`src/rtl/por_boot_pkg.sv`:
```
package por_boot_pkg;

    localparam int MODE_W = 4;
    localparam int REG_W  = 16;
    localparam int N_CORE = 3;
    localparam int N_BANK = 2;

    typedef enum logic [1:0] {
        ST_HOLD  = 2'd0,
        ST_CHECK = 2'd1,
        ST_BCRUN = 2'd2,
        ST_PRUN  = 2'd3
    } seq_state_e;

    typedef enum logic [1:0] {
        BK_NONE = 2'd0,
        BK_0    = 2'd1,
        BK_1    = 2'd2,
        BK_BAD  = 2'd3
    } bank_sel_e;

    typedef struct packed {
        logic              use_alt;
        logic [MODE_W-1:0] alt;
        logic [MODE_W-1:0] cap;
    } user_reg_t;

    localparam logic [MODE_W-1:0] MODE_JTAG = 4'd0;
    localparam logic [MODE_W-1:0] MODE_B0_A = 4'd1;
    localparam logic [MODE_W-1:0] MODE_B0_B = 4'd2;
    localparam logic [MODE_W-1:0] MODE_B1_A = 4'd3;
    localparam logic [MODE_W-1:0] MODE_B1_B = 4'd4;

    function automatic bank_sel_e mode_bank(input logic [MODE_W-1:0] code);
        bank_sel_e b;
        case (code)
            MODE_JTAG:            b = BK_NONE;
            MODE_B0_A, MODE_B0_B: b = BK_0;
            MODE_B1_A, MODE_B1_B: b = BK_1;
            default:              b = BK_BAD;
        endcase
        return b;
    endfunction

endpackage

```
`src/rtl/por_hold_timer.sv`:
```
module por_hold_timer #(
    parameter int HOLD_CYC = 1250
) (
    input  logic clk,
    input  logic rst,
    input  logic arm,
    input  logic core_ok,
    input  logic pin_low,
    output logic met
);
    localparam int CNT_W = $clog2(HOLD_CYC + 1);
    localparam logic [CNT_W-1:0] LIMIT = CNT_W'(HOLD_CYC);

    logic [CNT_W-1:0] cnt_q;

    assign met = (cnt_q == LIMIT);

    always_ff @(posedge clk) begin
        if (rst || !arm || !core_ok) begin
            cnt_q <= '0;
        end else if (pin_low) begin
            if (!met) cnt_q <= cnt_q + 1'b1;
        end else if (!met) begin
            cnt_q <= '0;
        end
    end
endmodule

```
`src/rtl/bootmode_regs.sv`:
```
module bootmode_regs
    import por_boot_pkg::*;
(
    input  logic              clk,
    input  logic              rst,
    input  logic              capture,
    input  logic [MODE_W-1:0] pins,
    input  logic              wr_en,
    input  logic              addr,
    input  logic [REG_W-1:0]  wdata,
    output logic [REG_W-1:0]  rdata,
    output logic [MODE_W-1:0] eff_mode,
    output logic [MODE_W-1:0] por_mode
);
    localparam int USER_W = $bits(user_reg_t);

    logic [MODE_W-1:0] por_q;
    user_reg_t         user_q;

    always_ff @(posedge clk) begin
        if (rst) begin
            por_q  <= '0;
            user_q <= '0;
        end else if (capture) begin
            por_q          <= pins;
            user_q.cap     <= pins;
            user_q.alt     <= '0;
            user_q.use_alt <= 1'b0;
        end else if (wr_en && addr) begin
            user_q.alt     <= wdata[2*MODE_W-1:MODE_W];
            user_q.use_alt <= wdata[2*MODE_W];
        end
    end

    always_comb begin
        rdata = '0;
        if (addr) rdata[USER_W-1:0] = user_q;
        else      rdata[MODE_W-1:0] = por_q;
    end

    assign eff_mode = user_q.use_alt ? user_q.alt : user_q.cap;
    assign por_mode = por_q;
endmodule

```
`src/rtl/boot_seq_fsm.sv`:
```
module boot_seq_fsm
    import por_boot_pkg::*;
(
    input  logic              clk,
    input  logic              rst,
    input  logic              core_ok,
    input  logic              por_n,
    input  logic [N_BANK-1:0] bank_ok,
    input  logic              hold_met,
    input  logic [MODE_W-1:0] eff_mode,
    input  logic              fw_done,
    output seq_state_e        state,
    output logic              capture,
    output logic              mode_err,
    output logic              ext_por
);
    seq_state_e state_q, nxt;
    bank_sel_e  run_bank_q, cur_bank;
    logic       err_q, ext_q;
    logic       bank_loss, loss, bank_ready, bad;

    assign cur_bank = mode_bank(eff_mode);
    assign bad      = (cur_bank == BK_BAD);

    always_comb begin
        case (cur_bank)
            BK_NONE: bank_ready = 1'b1;
            BK_0:    bank_ready = bank_ok[0];
            BK_1:    bank_ready = bank_ok[1];
            default: bank_ready = 1'b0;
        endcase
    end

    assign bank_loss = ((run_bank_q == BK_0) && !bank_ok[0]) ||
                       ((run_bank_q == BK_1) && !bank_ok[1]);
    assign loss      = !core_ok || !por_n || bank_loss;

    always_comb begin
        nxt     = state_q;
        capture = 1'b0;
        if (state_q == ST_HOLD) begin
            if (por_n && core_ok && hold_met) begin
                nxt     = ST_CHECK;
                capture = 1'b1;
            end
        end else if (loss) begin
            nxt = ST_HOLD;
        end else begin
            case (state_q)
                ST_CHECK: if (!bad && bank_ready) nxt = ST_BCRUN;
                ST_BCRUN: if (fw_done) nxt = ST_PRUN;
                default:  nxt = state_q;
            endcase
        end
    end

    always_ff @(posedge clk) begin
        if (rst) begin
            state_q    <= ST_HOLD;
            run_bank_q <= BK_NONE;
            err_q      <= 1'b0;
            ext_q      <= 1'b1;
        end else begin
            state_q <= nxt;
            ext_q   <= !core_ok;
            err_q   <= (state_q == ST_CHECK) && !loss && bad;
            if (nxt == ST_HOLD)
                run_bank_q <= BK_NONE;
            else if (state_q == ST_CHECK && nxt == ST_BCRUN)
                run_bank_q <= cur_bank;
        end
    end

    assign state    = state_q;
    assign mode_err = err_q;
    assign ext_por  = ext_q;
endmodule

```
`src/rtl/por_boot_seq.sv`:
```
module por_boot_seq
    import por_boot_pkg::*;
#(
    parameter int CLK_MHZ = 125,
    parameter int HOLD_US = 10
) (
    input  logic              clk,
    input  logic              rst,
    input  logic              por_n_i,
    input  logic [N_CORE-1:0] core_pg_i,
    input  logic [N_BANK-1:0] bank_pg_i,
    input  logic [MODE_W-1:0] mode_pins_i,
    input  logic              fw_done_i,
    input  logic              reg_wr_i,
    input  logic              reg_addr_i,
    input  logic [REG_W-1:0]  reg_wdata_i,
    output logic [REG_W-1:0]  reg_rdata_o,
    output logic [MODE_W-1:0] eff_mode_o,
    output logic              sys_rst_o,
    output logic              bc_rst_o,
    output logic              proc_rst_o,
    output logic              ext_por_o,
    output logic              mode_err_o
);
    localparam int HOLD_CYC = CLK_MHZ * HOLD_US;

    seq_state_e        state;
    logic              core_ok, hold_met, capture;
    logic [MODE_W-1:0] por_mode_w;

    assign core_ok = &core_pg_i;

    por_hold_timer #(.HOLD_CYC(HOLD_CYC)) u_timer (
        .clk     (clk),
        .rst     (rst),
        .arm     (state == ST_HOLD),
        .core_ok (core_ok),
        .pin_low (!por_n_i),
        .met     (hold_met)
    );

    bootmode_regs u_regs (
        .clk      (clk),
        .rst      (rst),
        .capture  (capture),
        .pins     (mode_pins_i),
        .wr_en    (reg_wr_i && (state != ST_HOLD)),
        .addr     (reg_addr_i),
        .wdata    (reg_wdata_i),
        .rdata    (reg_rdata_o),
        .eff_mode (eff_mode_o),
        .por_mode (por_mode_w)
    );

    boot_seq_fsm u_fsm (
        .clk      (clk),
        .rst      (rst),
        .core_ok  (core_ok),
        .por_n    (por_n_i),
        .bank_ok  (bank_pg_i),
        .hold_met (hold_met),
        .eff_mode (eff_mode_o),
        .fw_done  (fw_done_i),
        .state    (state),
        .capture  (capture),
        .mode_err (mode_err_o),
        .ext_por  (ext_por_o)
    );

    assign sys_rst_o  = (state == ST_HOLD);
    assign bc_rst_o   = (state == ST_HOLD) || (state == ST_CHECK);
    assign proc_rst_o = (state != ST_PRUN);
endmodule

```
`config.mk`:
```
export PLATFORM = sky130hd
export DESIGN_NAME = por_boot_seq
export DESIGN_NICKNAME = d
export VERILOG_FILES = /design/src/rtl/por_boot_pkg.sv /design/src/rtl/por_hold_timer.sv /design/src/rtl/bootmode_regs.sv /design/src/rtl/boot_seq_fsm.sv /design/src/rtl/por_boot_seq.sv
export SDC_FILE = /design/constraint.sdc
export NUM_CORES = 1
export LEC_CHECK = 0
export CORE_AREA = 2 2 63 65
export DETAILED_ROUTE_END_ITERATION = 8
export DIE_AREA = 0 0 65 67
export GPL_TIMING_DRIVEN = 0
export PLACE_DENSITY = 0.8
export SLEW_MARGIN = 25
export SYNTH_ARGS = -nofsm -noshare
export SYNTH_HDL_FRONTEND = slang
export SYNTH_SLANG_ARGS = --single-unit
```
`constraint.sdc`:
```
create_clock -name clk -period 2.5 [get_ports clk]
set_input_delay 0.25 -clock clk [delete_from_list [all_inputs] [get_ports clk]]
set_output_delay 0.25 -clock clk [all_outputs]
set_load 0.01 [all_outputs]
```
==> flow_summary.ini <==
[logic_synthesis]
ys_types = 54
synth_edf_count = 0
yosysSeqAreaShare_pct = 32.7
synth_cells = 180
yosys_warnings = 0
synth_ff_type = dfxtp_1
ys_ff_latch = 26
synth_area_sq_mm = 0.00159
async_flop_share_pct = 0
avgSynthCellArea_sq_um = 8.86

[floorplanning]
core_area_sq_mm = 0.00361
initial_core_util_pct = 44.2
die_y_um = 67
ios = 56
die_x_um = 65
dieArea_sq_mm = 0.00436
std_cell_rows = 22

[critical_path]
criticalPathCategory = reg2out
slowest_stage = clkdlybuf4s50_1
cp.required_ns = 2.25
cp.arrival_ns = 2.04
max_stage_delay_ns = 0.53
critPathMaxFanout = 10
cp-start-kind = register
path_delay_family = buffers and inverters
cp-end-kind = output port
crit_buf_inv = 3
crit_path_cell_trace = inv_1 > ha_1 > clkbuf_1 > or2_2 > clkdlybuf4s50_1

[routing]
routed_wl_um = 3450
first_pass_iters = 4
num_vias = 1395
drtAntennaViolNets = 0
avgRoutedWirePerCell_um = 12.6
drcViolationCount = 0
drt_iter0_markers = 49
via_per_inst = 5.09

[power_and_ir_drop]
ir_drop_v = 0.000257
switching_share_pct = 21.2
pwr-share-seq_pct = 58.3
power_frac_comb_pct = 8.5
switchingPower_w = 0.000151
power.density_mw_per_mm2 = 339
cellInternalPower_w = 0.000560
pwr-share-clk_pct = 33.1
leakagePower_nw = 0.826

[clocking]
tritoncts = done
clkSinkCount = 26
cts.clk_slew.worst_paths_ns = 0.09
clockRootBuffer = clkbuf_8
cts.path.max_buffers = 2
cts_setup_buffers = 0
clk_latency_ns = 0.27
htreeDepth = 1
cts_buffers = 3

[layout]
multiInputGateArea_sq_um = 956
final_util_pct = 58.2
fin_nets = 266
area_delta_synth_final_pct = 31.6
ff_latch_area_sq_um = 523
antennaDiodeCount = 0
num-fill-cells = 332
drive_gt1_share_pct = 16.8

[sta]
slew-limit-headroom_pct = 51.7
fin_crit_ns = 2.29
rsz0062_at_grt = false
finalHoldViolations = 0
slew_viol_final = 0
finalCritPeriodShare_pct = 91.7
skew_ns = 0.00246
tns_ns = 0
tightest_slew_ns = 0.721
finalSetupViolCount = 0
fmax_mhz = 436

[global_route]
grt_overflow = 0
grt_pass1_vias = 1351
antenna_found_initial = 0
grt_pass1_wl_um = 6040
grtUsageTotal_pct = 17.8
grt_max_degree = 14

[placed_design]
routabilityCongestion = 0.813
post-dp-hpwl_um = 2660
port_buffers = 37

[run_status]
outcome = complete, no violations

[job]
drv_cap = 0

[worst_hold_path]
min_path_type = reg2reg
state kept, by name, summed over array words and instances, names as in the netlist:
signal            flops
u_fsm.ext_por         1
u_fsm.mode_err        1
u_fsm.run_bank_q      2
u_regs.por_mode       4
u_timer.cnt_q        11
u_fsm.state           2
u_regs.user_q         5
cell usage after synthesis, types with 4 or more instances:
library cell  count  share of area, %
nand2_1          11               2.6
a21oi_1           6               1.9
nor4_1            4               1.6
xor2_1            4               2.2
buf_4            11               5.2
dfxtp_1          26                33
nor3_1            6               1.9
ha_1              7               5.5
mux2i_1           9               5.7
and2_1            4               1.6
inv_1             9               2.1
nand3_1           6               1.9
xnor2_1           6               3.3
nor2_1           25               5.9
cells in the final DEF, fill, tap and decap left out, types with 6 or more instances in the layout:
cell type	count
nand2_1	11
inv_1	9
buf_4	11
a21oi_1	6
nor3_1	6
conb_1	7
ha_1	7
clkdlybuf4s50_1	37
xnor2_1	6
mux2i_1	9
nor2_1	25
dfxtp_1	24
nand3_1	6
worst paths after layout:
kind / startpoint / end / slack [ns] / cells after the start
worst max-delay path: u_fsm.state[0] / bc_rst_o / 0.21 / 5
worst min register to register: u_fsm.run_bank_q[1] / u_fsm.run_bank_q[1] / 0.51 / 2
worst max register to register: u_fsm.state[0] / u_fsm.run_bank_q[1] / 0.22 / 9
worst min-delay path: u_fsm.run_bank_q[1] / u_fsm.run_bank_q[1] / 0.51 / 2
metrics by stage:
stage | cells | hold WS (ns) | worst slack, ns | cell area (sq um) | total power, W
2_1_floorplan | 186 | 0.326 | 0.391 | 1620 | 0.000447
3_3_place_gp | 271 | 0.491 | 0.140 | 2050 | 0.000484
3_5_place_dp | 271 | 0.497 | 0.120 | 2050 | 0.000485
4_1_cts | 274 | 0.511 | 0.118 | 2090 | 0.000715
5_1_grt | 274 | 0.542 | 0.0247 | 2100 | 0.000736
6_report | 274 | 0.509 | 0.207 | 2100 | 0.000711
layer usage:
layer | GRT usage (%) | wire length (um) | vias up
met5 | 0 | 0 | -
met1 | 20.8 | 1520 | 652
li1 | - | - | 700
met2 | 32.2 | 1720 | 33
met4 | 4.26 | 46 | 0
met3 | 4.90 | 160 | 10
what timing repair did:
action,4_1_cts,5_1_grt
gates resized for setup,0,3
hold endpoints to repair,0,0
endpoints found under the setup margin,0,2
hold buffers,0,0
kinds of logic after synthesis:
group	Yosys count	synth area share (%)
compound gates	19	9.73
xor+xnor	10	5.49
fa+ha+maj	7	5.49
buf+inv	25	9.18
flops	26	32.7
mux	13	9.58
other cells	1	0.235
simple gates	79	27.6
worst register-to-register path, stage by stage, from the launching register on:
cell,delay (ns)
dfxtp_2,0.38
inv_1,0.09
ha_1,0.23
clkbuf_1,0.24
nand2_1,0.14
o41ai_2,0.08
nor3_1,0.24
a21oi_2,0.12
or4_1,0.51
o22ai_1,0.17
power by group through the flow:
stage | Clock [W] | Combinational (W) | Sequential [W]
3_5_place_dp | 0 | 0.0000604 | 0.000425
5_1_grt | 0.000255 | 0.0000654 | 0.000415
2_1_floorplan | 0 | 0.0000224 | 0.000425
3_3_place_gp | 0 | 0.0000593 | 0.000425
4_1_cts | 0.000240 | 0.0000605 | 0.000415
6_report | 0.000235 | 0.0000607 | 0.000415
layout make-up:
cell class	instances	share of cell area [%]
multi-input cells	135	45.6
flip-flops and latches	26	24.9
repair buffers	37	17.7
plain buffers	14	4.89
well taps	48	2.86
inverters	11	2.09
clock buffers	3	1.97
Power figures use the tool's default switching activity.
